`config.mk`:
```
export PLATFORM = sky130hd
export DESIGN_NAME = spi_frame_ctl
export DESIGN_NICKNAME = d
export VERILOG_FILES = /design/src/rtl/spi_frame_pkg.sv /design/src/rtl/spi_frame_cfg.sv /design/src/rtl/spi_frame_cnt.sv /design/src/rtl/spi_frame_seq.sv /design/src/rtl/spi_frame_ctl.sv
export SDC_FILE = /design/constraint.sdc
export NUM_CORES = 1
export LEC_CHECK = 0
export ABC_AREA = 0
export BUFFER_PORTS_ARGS = -buffer_cell sky130_fd_sc_hd__buf_2
export CAP_MARGIN = 20
export CELL_PAD_IN_SITES_DETAIL_PLACEMENT = 2
export CELL_PAD_IN_SITES_GLOBAL_PLACEMENT = 2
export CORE_MARGIN = 2
export CORE_UTILIZATION = 34
export DETAILED_ROUTE_END_ITERATION = 7
export GPL_TIMING_DRIVEN = 0
export PLACE_DENSITY_LB_ADDON = 0.1
export SLEW_MARGIN = 10
export SYNTH_ARGS = -nofsm -noshare
export SYNTH_HDL_FRONTEND = slang
export SYNTH_SLANG_ARGS = --single-unit
export TNS_END_PERCENT = 1
```
`constraint.sdc`:
```
create_clock -name clk -period 2.5 [get_ports clk]
set_input_delay 0.375 -clock clk [delete_from_list [all_inputs] [get_ports clk]]
set_output_delay 0.375 -clock clk [all_outputs]
set_load 0.03 [all_outputs]
```
`src/rtl/spi_frame_pkg.sv`:
```
package spi_frame_pkg;

  typedef enum logic [1:0] {
    ST_IDLE,
    ST_RUN,
    ST_GAP,
    ST_DONE
  } fr_state_e;

  typedef struct packed {
    logic stream;
    logic repeat_f;
    logic odd16;
    logic rx;
  } frame_mode_t;

endpackage

```
`src/rtl/spi_frame_cfg.sv`:
```
module spi_frame_cfg #(
  parameter int CNT_W = 14
) (
  input  logic             clk,
  input  logic             rst_n,
  input  logic             ctl_en,
  input  logic             cnt_wr,
  input  logic [CNT_W-1:0] cnt_wdata,
  input  logic             cont_wdata,
  output logic [CNT_W-1:0] cnt_q,
  output logic             cont_q
);

  always_ff @(posedge clk) begin
    if (!rst_n || !ctl_en) begin
      cnt_q  <= '0;
      cont_q <= 1'b0;
    end else if (cnt_wr) begin
      cnt_q  <= cnt_wdata;
      cont_q <= cont_wdata;
    end
  end

endmodule

```
`src/rtl/spi_frame_cnt.sv`:
```
module spi_frame_cnt #(
  parameter int CNT_W = 14
) (
  input  logic             clk,
  input  logic             rst_n,
  input  logic             load,
  input  logic [CNT_W-1:0] load_val,
  input  logic             dec,
  output logic             rem_zero,
  output logic             rem_last
);

  localparam logic [CNT_W-1:0] ONE = CNT_W'(1);

  logic [CNT_W-1:0] rem;

  always_ff @(posedge clk) begin
    if (!rst_n)
      rem <= '0;
    else if (load)
      rem <= load_val;
    else if (dec)
      rem <= rem - ONE;
  end

  assign rem_zero = (rem == '0);
  assign rem_last = (rem == ONE);

  // A decrement must never wrap the remaining-bytes counter
  assert_no_underflow_R2: assert property (@(posedge clk) disable iff (!rst_n)
    dec |-> !rem_zero);

endmodule

```
`src/rtl/spi_frame_seq.sv`:
```
module spi_frame_seq
  import spi_frame_pkg::*;
#(
  parameter int CNT_W = 14
) (
  input  logic             clk,
  input  logic             rst_n,
  input  logic             ctl_en,
  input  logic             multi_en,
  input  logic             dma16,
  input  logic             dir_rx,
  input  logic             cnt_wr,
  input  logic [CNT_W-1:0] cnt_q,
  input  logic             cont_q,
  input  logic             tx_rdy,
  input  logic             rx_rdy,
  input  logic             byte_done,
  input  logic             rem_zero,
  input  logic             rem_last,
  output logic             cnt_load,
  output logic [CNT_W-1:0] cnt_load_val,
  output logic             cnt_dec,
  output logic             start_byte,
  output logic             frame_active,
  output logic             xfer_done,
  output logic             half_pad,
  output logic             half_drop
);

  fr_state_e   st;
  frame_mode_t mode;
  frame_mode_t mode_nx;
  logic        busy;
  logic        pad_q;
  logic        drop_q;
  logic        fifo_ok;
  logic        open_f;
  logic        frame_end;

  assign fifo_ok      = dir_rx ? rx_rdy : tx_rdy;
  assign open_f       = (st == ST_IDLE) && ctl_en && fifo_ok && !cnt_wr;
  assign start_byte   = (st == ST_RUN) && !busy && fifo_ok && (mode.stream || !rem_zero);
  assign cnt_dec      = (st == ST_RUN) && busy && byte_done && !mode.stream;
  assign frame_end    = cnt_dec && rem_last;
  assign cnt_load     = open_f;
  assign cnt_load_val = multi_en ? cnt_q : CNT_W'(1);

  always_comb begin
    mode_nx.stream   = multi_en && (cnt_q == '0);
    mode_nx.repeat_f = !multi_en || cont_q;
    mode_nx.odd16    = multi_en && dma16 && cnt_q[0];
    mode_nx.rx       = dir_rx;
  end

  always_ff @(posedge clk) begin
    if (!rst_n || !ctl_en) begin
      st     <= ST_IDLE;
      mode   <= '0;
      busy   <= 1'b0;
      pad_q  <= 1'b0;
      drop_q <= 1'b0;
    end else begin
      pad_q  <= frame_end && mode.odd16 && !mode.rx;
      drop_q <= frame_end && mode.odd16 && mode.rx;
      if (start_byte)
        busy <= 1'b1;
      else if (byte_done)
        busy <= 1'b0;
      case (st)
        ST_IDLE: if (open_f) begin
          st   <= ST_RUN;
          mode <= mode_nx;
        end
        ST_RUN:  if (frame_end) st <= ST_GAP;
        ST_GAP:  st <= mode.repeat_f ? ST_IDLE : ST_DONE;
        ST_DONE: if (cnt_wr) st <= ST_IDLE;
        default: st <= ST_IDLE;
      endcase
    end
  end

  assign frame_active = (st == ST_RUN);
  assign xfer_done    = (st == ST_DONE);
  assign half_pad     = pad_q;
  assign half_drop    = drop_q;

  assert_start_in_frame_R7: assert property (@(posedge clk) disable iff (!rst_n)
    start_byte |-> frame_active);

  assert_one_outstanding_R7: assert property (@(posedge clk) disable iff (!rst_n)
    start_byte |=> !start_byte);

  assert_open_ready_R8: assert property (@(posedge clk) disable iff (!rst_n)
    $rose(frame_active) |-> $past(dir_rx ? rx_rdy : tx_rdy));

  assert_done_closed_R2: assert property (@(posedge clk) disable iff (!rst_n)
    xfer_done |-> !frame_active);

  assert_marker_excl_R9: assert property (@(posedge clk) disable iff (!rst_n)
    !(half_pad && half_drop));

  assert_marker_after_frame_R9: assert property (@(posedge clk) disable iff (!rst_n)
    (half_pad || half_drop) |-> (!frame_active && $past(frame_active)));

endmodule

```
`src/rtl/spi_frame_ctl.sv`:
```
module spi_frame_ctl #(
  parameter int CNT_W = 14
) (
  input  logic             clk,
  input  logic             rst_n,
  input  logic             ctl_en,
  input  logic             multi_en,
  input  logic             dma16,
  input  logic             dir_rx,
  input  logic             cnt_wr,
  input  logic [CNT_W-1:0] cnt_wdata,
  input  logic             cont_wdata,
  input  logic             tx_rdy,
  input  logic             rx_rdy,
  input  logic             byte_done,
  output logic             start_byte,
  output logic             frame_active,
  output logic             xfer_done,
  output logic             half_pad,
  output logic             half_drop
);

  logic [CNT_W-1:0] cnt_q;
  logic             cont_q;
  logic             cnt_load;
  logic [CNT_W-1:0] cnt_load_val;
  logic             cnt_dec;
  logic             rem_zero;
  logic             rem_last;

  spi_frame_cfg #(.CNT_W(CNT_W)) u_cfg (
    .clk        (clk),
    .rst_n      (rst_n),
    .ctl_en     (ctl_en),
    .cnt_wr     (cnt_wr),
    .cnt_wdata  (cnt_wdata),
    .cont_wdata (cont_wdata),
    .cnt_q      (cnt_q),
    .cont_q     (cont_q)
  );

  spi_frame_cnt #(.CNT_W(CNT_W)) u_cnt (
    .clk      (clk),
    .rst_n    (rst_n),
    .load     (cnt_load),
    .load_val (cnt_load_val),
    .dec      (cnt_dec),
    .rem_zero (rem_zero),
    .rem_last (rem_last)
  );

  spi_frame_seq #(.CNT_W(CNT_W)) u_seq (
    .clk          (clk),
    .rst_n        (rst_n),
    .ctl_en       (ctl_en),
    .multi_en     (multi_en),
    .dma16        (dma16),
    .dir_rx       (dir_rx),
    .cnt_wr       (cnt_wr),
    .cnt_q        (cnt_q),
    .cont_q       (cont_q),
    .tx_rdy       (tx_rdy),
    .rx_rdy       (rx_rdy),
    .byte_done    (byte_done),
    .rem_zero     (rem_zero),
    .rem_last     (rem_last),
    .cnt_load     (cnt_load),
    .cnt_load_val (cnt_load_val),
    .cnt_dec      (cnt_dec),
    .start_byte   (start_byte),
    .frame_active (frame_active),
    .xfer_done    (xfer_done),
    .half_pad     (half_pad),
    .half_drop    (half_drop)
  );

endmodule

```
==> flow_metrics.env, run 1 <==
export IMPL_dp_hpwl_um=4070
export IMPL_hold_class="in -> reg"
export IMPL_finClkSkew_ps=4.59
export IMPL_antenna_cells=0
export IMPL_vias=1666
export IMPL_syn_inst=211
export IMPL_grt_pass1_vias=1760
export IMPL_synth_nets=238
export IMPL_coreArea_mm2=0.00544
export IMPL_min_period_over_period_pct=92.1
export IMPL_gp_congestion=0.812
export IMPL_synthFlopType="dfxtp_1"
export IMPL_cp_end_kind="output port"
export IMPL_via_per_inst=5.27
export IMPL_cts_tree="yes"
export IMPL_pin_count=30
export IMPL_p_per_area_mw_per_mm2=604
export IMPL_synth_top_cells_by_count="dfxtp_1, nand2_1, nor2_1"
export IMPL_synth_area_mm2=0.00189
export IMPL_cts_buffer_depth=2
export IMPL_postPlaceCellArea_mm2=0.00211
export IMPL_finalSetupTns_ps=0
export IMPL_synth_top_area_share_pct=40.2
export IMPL_clk_pin_slew_worst_paths_ps=80
export IMPL_yosysTopAreaCell="dfxtp_1"
export IMPL_cp_arrival_ps=1930
export IMPL_synthSimpleGateAreaFrac_pct=27.1
export IMPL_synth_edf_count=0
export IMPL_ys_seq_area_share_pct=40.2
export IMPL_grt_max_degree=14
export IMPL_grt_overflow_total=0
export IMPL_outcome="finished, final reports clean"
export IMPL_final_nets=270
export IMPL_fin_util_pct=41.1
export IMPL_grt_total_usage_pct=19.6
export IMPL_fin_area_mm2=0.00223
export IMPL_fin_cells=316
export IMPL_postRouteAntennaNets=0
export IMPL_yosysWarnings=0
export IMPL_muxShareOfSynthArea_pct=9.52
export IMPL_drv_slew=0
export IMPL_ir_drop_uv=296
export IMPL_synth_area_leaders="dfxtp_1, mux2i_1, nand2_1"
export IMPL_post_cts_buffers=0
export IMPL_fp_dieH_um=78.6
export IMPL_cp_required_ps=2120
export IMPL_antenna_found_initial=0
export IMPL_start_kind="flop"
export IMPL_cts_buffers=5
export IMPL_ys_async_sr_fraction_pct=0
export IMPL_period_minus_slack_ps=2300
export IMPL_placed_cells=309
export IMPL_max_freq_ghz=0.434
export IMPL_synthAdderAreaFrac_pct=1.32
export IMPL_drc=0
export IMPL_die_w_um=78.6
export IMPL_hold_slack_ps=301
export IMPL_routedWlPerCell_um=17.0
export IMPL_ys_types=45
export IMPL_wirelength_um=5380
export IMPL_rsz0062_at_grt="false"
export IMPL_tightestPinTransition_ps=683
export IMPL_critical_path_max_fanout=8
export IMPL_htree_levels=2
export IMPL_cts_sinks=38
export IMPL_rows=27
export IMPL_synth_seq_cells=38
export IMPL_drt_iter0_drc=48
export IMPL_setup_viol=0
export IMPL_start_util_pct=34.8
export IMPL_grt_pass1_wl_um=9330
export IMPL_dieArea_mm2=0.00618
export IMPL_clock_latency_ps=300
export IMPL_root_buffer="clkbuf_8"
export IMPL_hold_viol=0
export IMPL_area_delta_synth_final_pct=18.1
export IMPL_synth_top_family_by_area="simple AND/OR/NAND/NOR gates"
export IMPL_synth_most_common_cell="dfxtp_1"
export IMPL_cap_violations=0
export IMPL_leakagePower_uw=0.00102
export IMPL_port_buffers=26
export IMPL_max_slew_margin_pct=54.5
export IMPL_dr_pass1_iters=4
export IMPL_synth_xor_area_share_pct=3.70
export IMPL_synth_compound_area_share_pct=13.4
export IMPL_syn_avg_cell_area_um2=8.97
export IMPL_crit_type="reg -> out"
export IMPL_drive_above_1_share_pct=20.9
==> critical path, cell delays in order (launching register included) <==
cell     delay, ps
dfxtp_1        480
nor2b_1        220
or3b_2         450
a31oi_1        230
buf_2          250
==> stage by stage <==
stage | total power, µW | setup slack, ps
2_1_floorplan | 762 | 49.3
3_3_place_gp | 817 | 387
3_5_place_dp | 821 | 362
4_1_cts | 1370 | 20.6
5_1_grt | 1430 | 58.2
6_report | 1350 | 197
==> timing repair <==
action,in CTS,in global routing
resized for setup,0,2
hold buffers,0,0
endpoints found under the setup margin,0,1
==> state kept, by name, indices dropped and copies added, names as in the netlist <==
register	count
u_cfg.cnt_q	14
u_seq.mode	4
u_cfg.cont_q	1
u_cnt.rem	14
u_seq.st	2
u_seq.half_drop	1
u_seq.half_pad	1
u_seq.busy	1
==> per-layer routing <==
layer,GRT usage [%],vias up,wire length [µm]
li1,-,828,-
met1,26.1,804,2620
met2,31.5,28,2530
met3,4.48,6,168
met4,5.79,0,62
met5,0,-,0
==> final cells by class <==
type,count,area [µm²]
clock inverter,3,45.0
sequential,38,761
tap,72,90.1
buffer,13,68.8
clock buffer,5,68.8
fill,618,3200
multi-input combinational,154,1050
inverter,5,18.8
timing repair buffer,26,130
==> cells in the final DEF (no fill, tap or decap), types with 3 or more instances in the layout <==
master    count
clkbuf_1      8
o21ai_0       4
mux2i_1      18
xnor2_1       3
nor3_1        6
or3_1         4
o21a_1        3
nor2_1       19
nor2b_1       3
and3_1        3
inv_1         5
nor4_1       10
nand4_1       3
o311a_1       4
xor2_1        5
nand2_1      24
buf_4         3
nand3_1       3
dfxtp_1      38
buf_2        27
o211a_1       8
clkbuf_8      5
a21oi_1       6
==> power by group <==
| group | internal (µW) | total (µW) | switching, µW |
|---|---|---|---|
| sequential | 625 | 646 | 20.8 |
| clock | 297 | 542 | 245 |
| combinational | 71.2 | 162 | 90.5 |
| total | 993 | 1350 | 357 |
==> logic make-up (layout without fill, tap and decap cells) <==
group / Yosys count / after routing
and+or+nand+nor: 94 / 94
DFF: 38 / 38
AOI/OAI and AO/OA: 32 / 32
buffers and inverters: 19 / 52
muxes: 18 / 18
xor gates and xnor gates: 8 / 8
adders and majority gates: 2 / 2
==> final timing paths <==
check                           depth (start not counted)              to  slack [ps]           from
worst min register to register                          2   u_seq.mode[2]         480   u_cfg.cont_q
worst min-delay path                                    3  u_cfg.cnt_q[0]         300   cnt_wdata[0]
worst max register to register                          5    u_cnt.rem[7]         440  u_seq.mode[3]
worst max-delay path                                    4      start_byte         200    u_seq.st[0]
No activity file was read; power rests on OpenSTA's default activity.
==> inputs of run 2 (changes only) <==
Settings changed: PLACE_DENSITY from default to 0.83, PLACE_DENSITY_LB_ADDON 0.1 to default.
==> run 2 against run 1 <==
Register-to-register slack got worse by 20 ps. Final area increased by 0.11%. Wire length increased by 2.9%. Largest cell class unchanged. Die area unchanged. Critical path depth is 1 higher. Clock power fell by 1%. Global-route usage up 0.082 points. Largest power group unchanged. Power decreased by 0.34%. Sequential share of layout area hardly changed.
==> flow_metrics.env, run 2 (same netlist as run 1, synthesis figures left out) <==
export IMPL_grt_pass1_vias=1875
export IMPL_vias=1679
export IMPL_gp_congestion=0.747
export IMPL_fin_ws_ps=145
export IMPL_cts_buffers=5
export IMPL_finClkSkew_ps=5.32
export IMPL_fill_cells=617
export IMPL_hold_class="in -> reg"
export IMPL_placed_cells=309
export IMPL_dieArea_mm2=0.00618
export IMPL_wl_met2_um=2810
export IMPL_routedWlPerCell_um=17.5
export IMPL_drt_iter0_drc=60
export IMPL_top_layer="met4"
export IMPL_clk_pin_slew_worst_paths_ps=80
export IMPL_cp_end_kind="output port"
export IMPL_setup_viol=0
export IMPL_crit_type="reg -> out"
export IMPL_die_w_um=78.6
export IMPL_reg_top3="u_cfg.cnt_q: 14 flops, u_cnt.rem: 14 flops, u_seq.mode: 4 flops"
export IMPL_cts_sinks=38
export IMPL_dp_hpwl_um=4310
export IMPL_max_slew_margin_pct=54.1
export IMPL_pin_count=30
export IMPL_period_minus_slack_ps=2350
export IMPL_drive_above_1_share_pct=20.5
export IMPL_layout_common_cells="dfxtp_1, buf_2, nand2_1, nor2_1, mux2i_1"
export IMPL_start_kind="flop"
export IMPL_area_delta_synth_final_pct=18.3
export IMPL_cp_arrival_ps=1980
export IMPL_via_per_inst=5.31
export IMPL_drv_slew=0
export IMPL_leakagePower_uw=0.00103
export IMPL_grt_total_usage_pct=19.7
export IMPL_cts_buffer_depth=2
export IMPL_grt_overflow_total=0
export IMPL_clock_latency_ps=290
export IMPL_cp_required_ps=2120
export IMPL_hold_viol=0
export IMPL_postRouteAntennaNets=0
export IMPL_pre_cts_slack_ps=350
export IMPL_outcome="finished, final reports clean"
export IMPL_wirelength_um=5530
export IMPL_finalSetupTns_ps=0
export IMPL_port_buffers=26
export IMPL_p_per_area_mw_per_mm2=601
export IMPL_ir_drop_uv=224
export IMPL_tightestPinTransition_ps=689
export IMPL_critical_path_max_fanout=8
export IMPL_dr_pass1_iters=4
export IMPL_wl_met1_um=2490
export IMPL_start_util_pct=34.8
export IMPL_coreArea_mm2=0.00544
export IMPL_drc=0
export IMPL_rows=27
export IMPL_wl_met3_um=147
export IMPL_htree_levels=2
export IMPL_antenna_cells=0
export IMPL_final_nets=271
export IMPL_max_freq_ghz=0.425
export IMPL_grt_pass1_wl_um=9340
export IMPL_fin_cells=316
export IMPL_cap_violations=0
export IMPL_antenna_found_initial=0
export IMPL_min_period_over_period_pct=94.2
export IMPL_cts_tree="yes"
export IMPL_rsz0062_at_grt="false"
export IMPL_final_common_cell="dfxtp_1"
export IMPL_fp_dieH_um=78.6
export IMPL_grt_max_degree=12
export IMPL_root_buffer="clkbuf_8"
export IMPL_fin_util_pct=41.1
==> run 2: worst max-delay path, cell delays in order, from the launching register on <==
cell and delay (ps):
dfxtp_1 310, clkbuf_1 270, nor2b_1 200, or3b_2 440, a31oi_1 210, buf_2 240
==> run 2: final cells by class <==
| class | instances | area (µm²) | share of cell area (%) |
|---|---|---|---|
| timing repair buffer | 26 | 130 | 5.82 |
| tap | 72 | 90.1 | 4.03 |
| clock buffer | 6 | 82.6 | 3.69 |
| inverter | 5 | 18.8 | 0.839 |
| multi-input combinational | 154 | 1050 | 47.0 |
| buffer | 14 | 72.6 | 3.24 |
| sequential | 38 | 761 | 34.0 |
| clock inverter | 1 | 30.0 | 1.34 |
==> run 2: worst paths after layout <==
| path | endpoint | cells past startpoint | slack [ps] | startpoint |
|---|---|---|---|---|
| setup / recovery | start_byte | 5 | 150 | u_seq.st[0] |
| hold reg to reg | u_seq.mode[2] | 2 | 460 | u_cfg.cont_q |
| setup reg to reg | u_seq.mode[0] | 6 | 420 | u_seq.st[0] |
| hold / removal | u_cfg.cnt_q[12] | 3 | 320 | cnt_wdata[12] |
==> run 2: per-layer routing <==
layer  up-vias  track usage (%)
met5         -                0
met4         0             5.96
met3         8             3.91
met2        23             34.9
met1       821             23.8
li1        827                -
==> run 2: stage by stage <==
step	total power [µW]	hold WS (ps)	area, µm²
after CTS	1360	315	2220
final	1340	323	2240
after floorplan	762	421	1890
after detailed placement	822	460	2110
after global routing	1410	336	2240
after global placement	814	440	2110
==> run 2: timing repair <==
item                                    CTS  global route
gates resized for setup                   0             2
hold buffers                              0             0
endpoints found under the setup margin    0             1
hold endpoints to repair                  0             0
setup buffers                             0             0
==> run 2: power breakdown <==
part	switching (µW)	total [µW]	internal (µW)
logic	92.3	164	71.4
clock network	216	536	319
registers	20.6	646	625
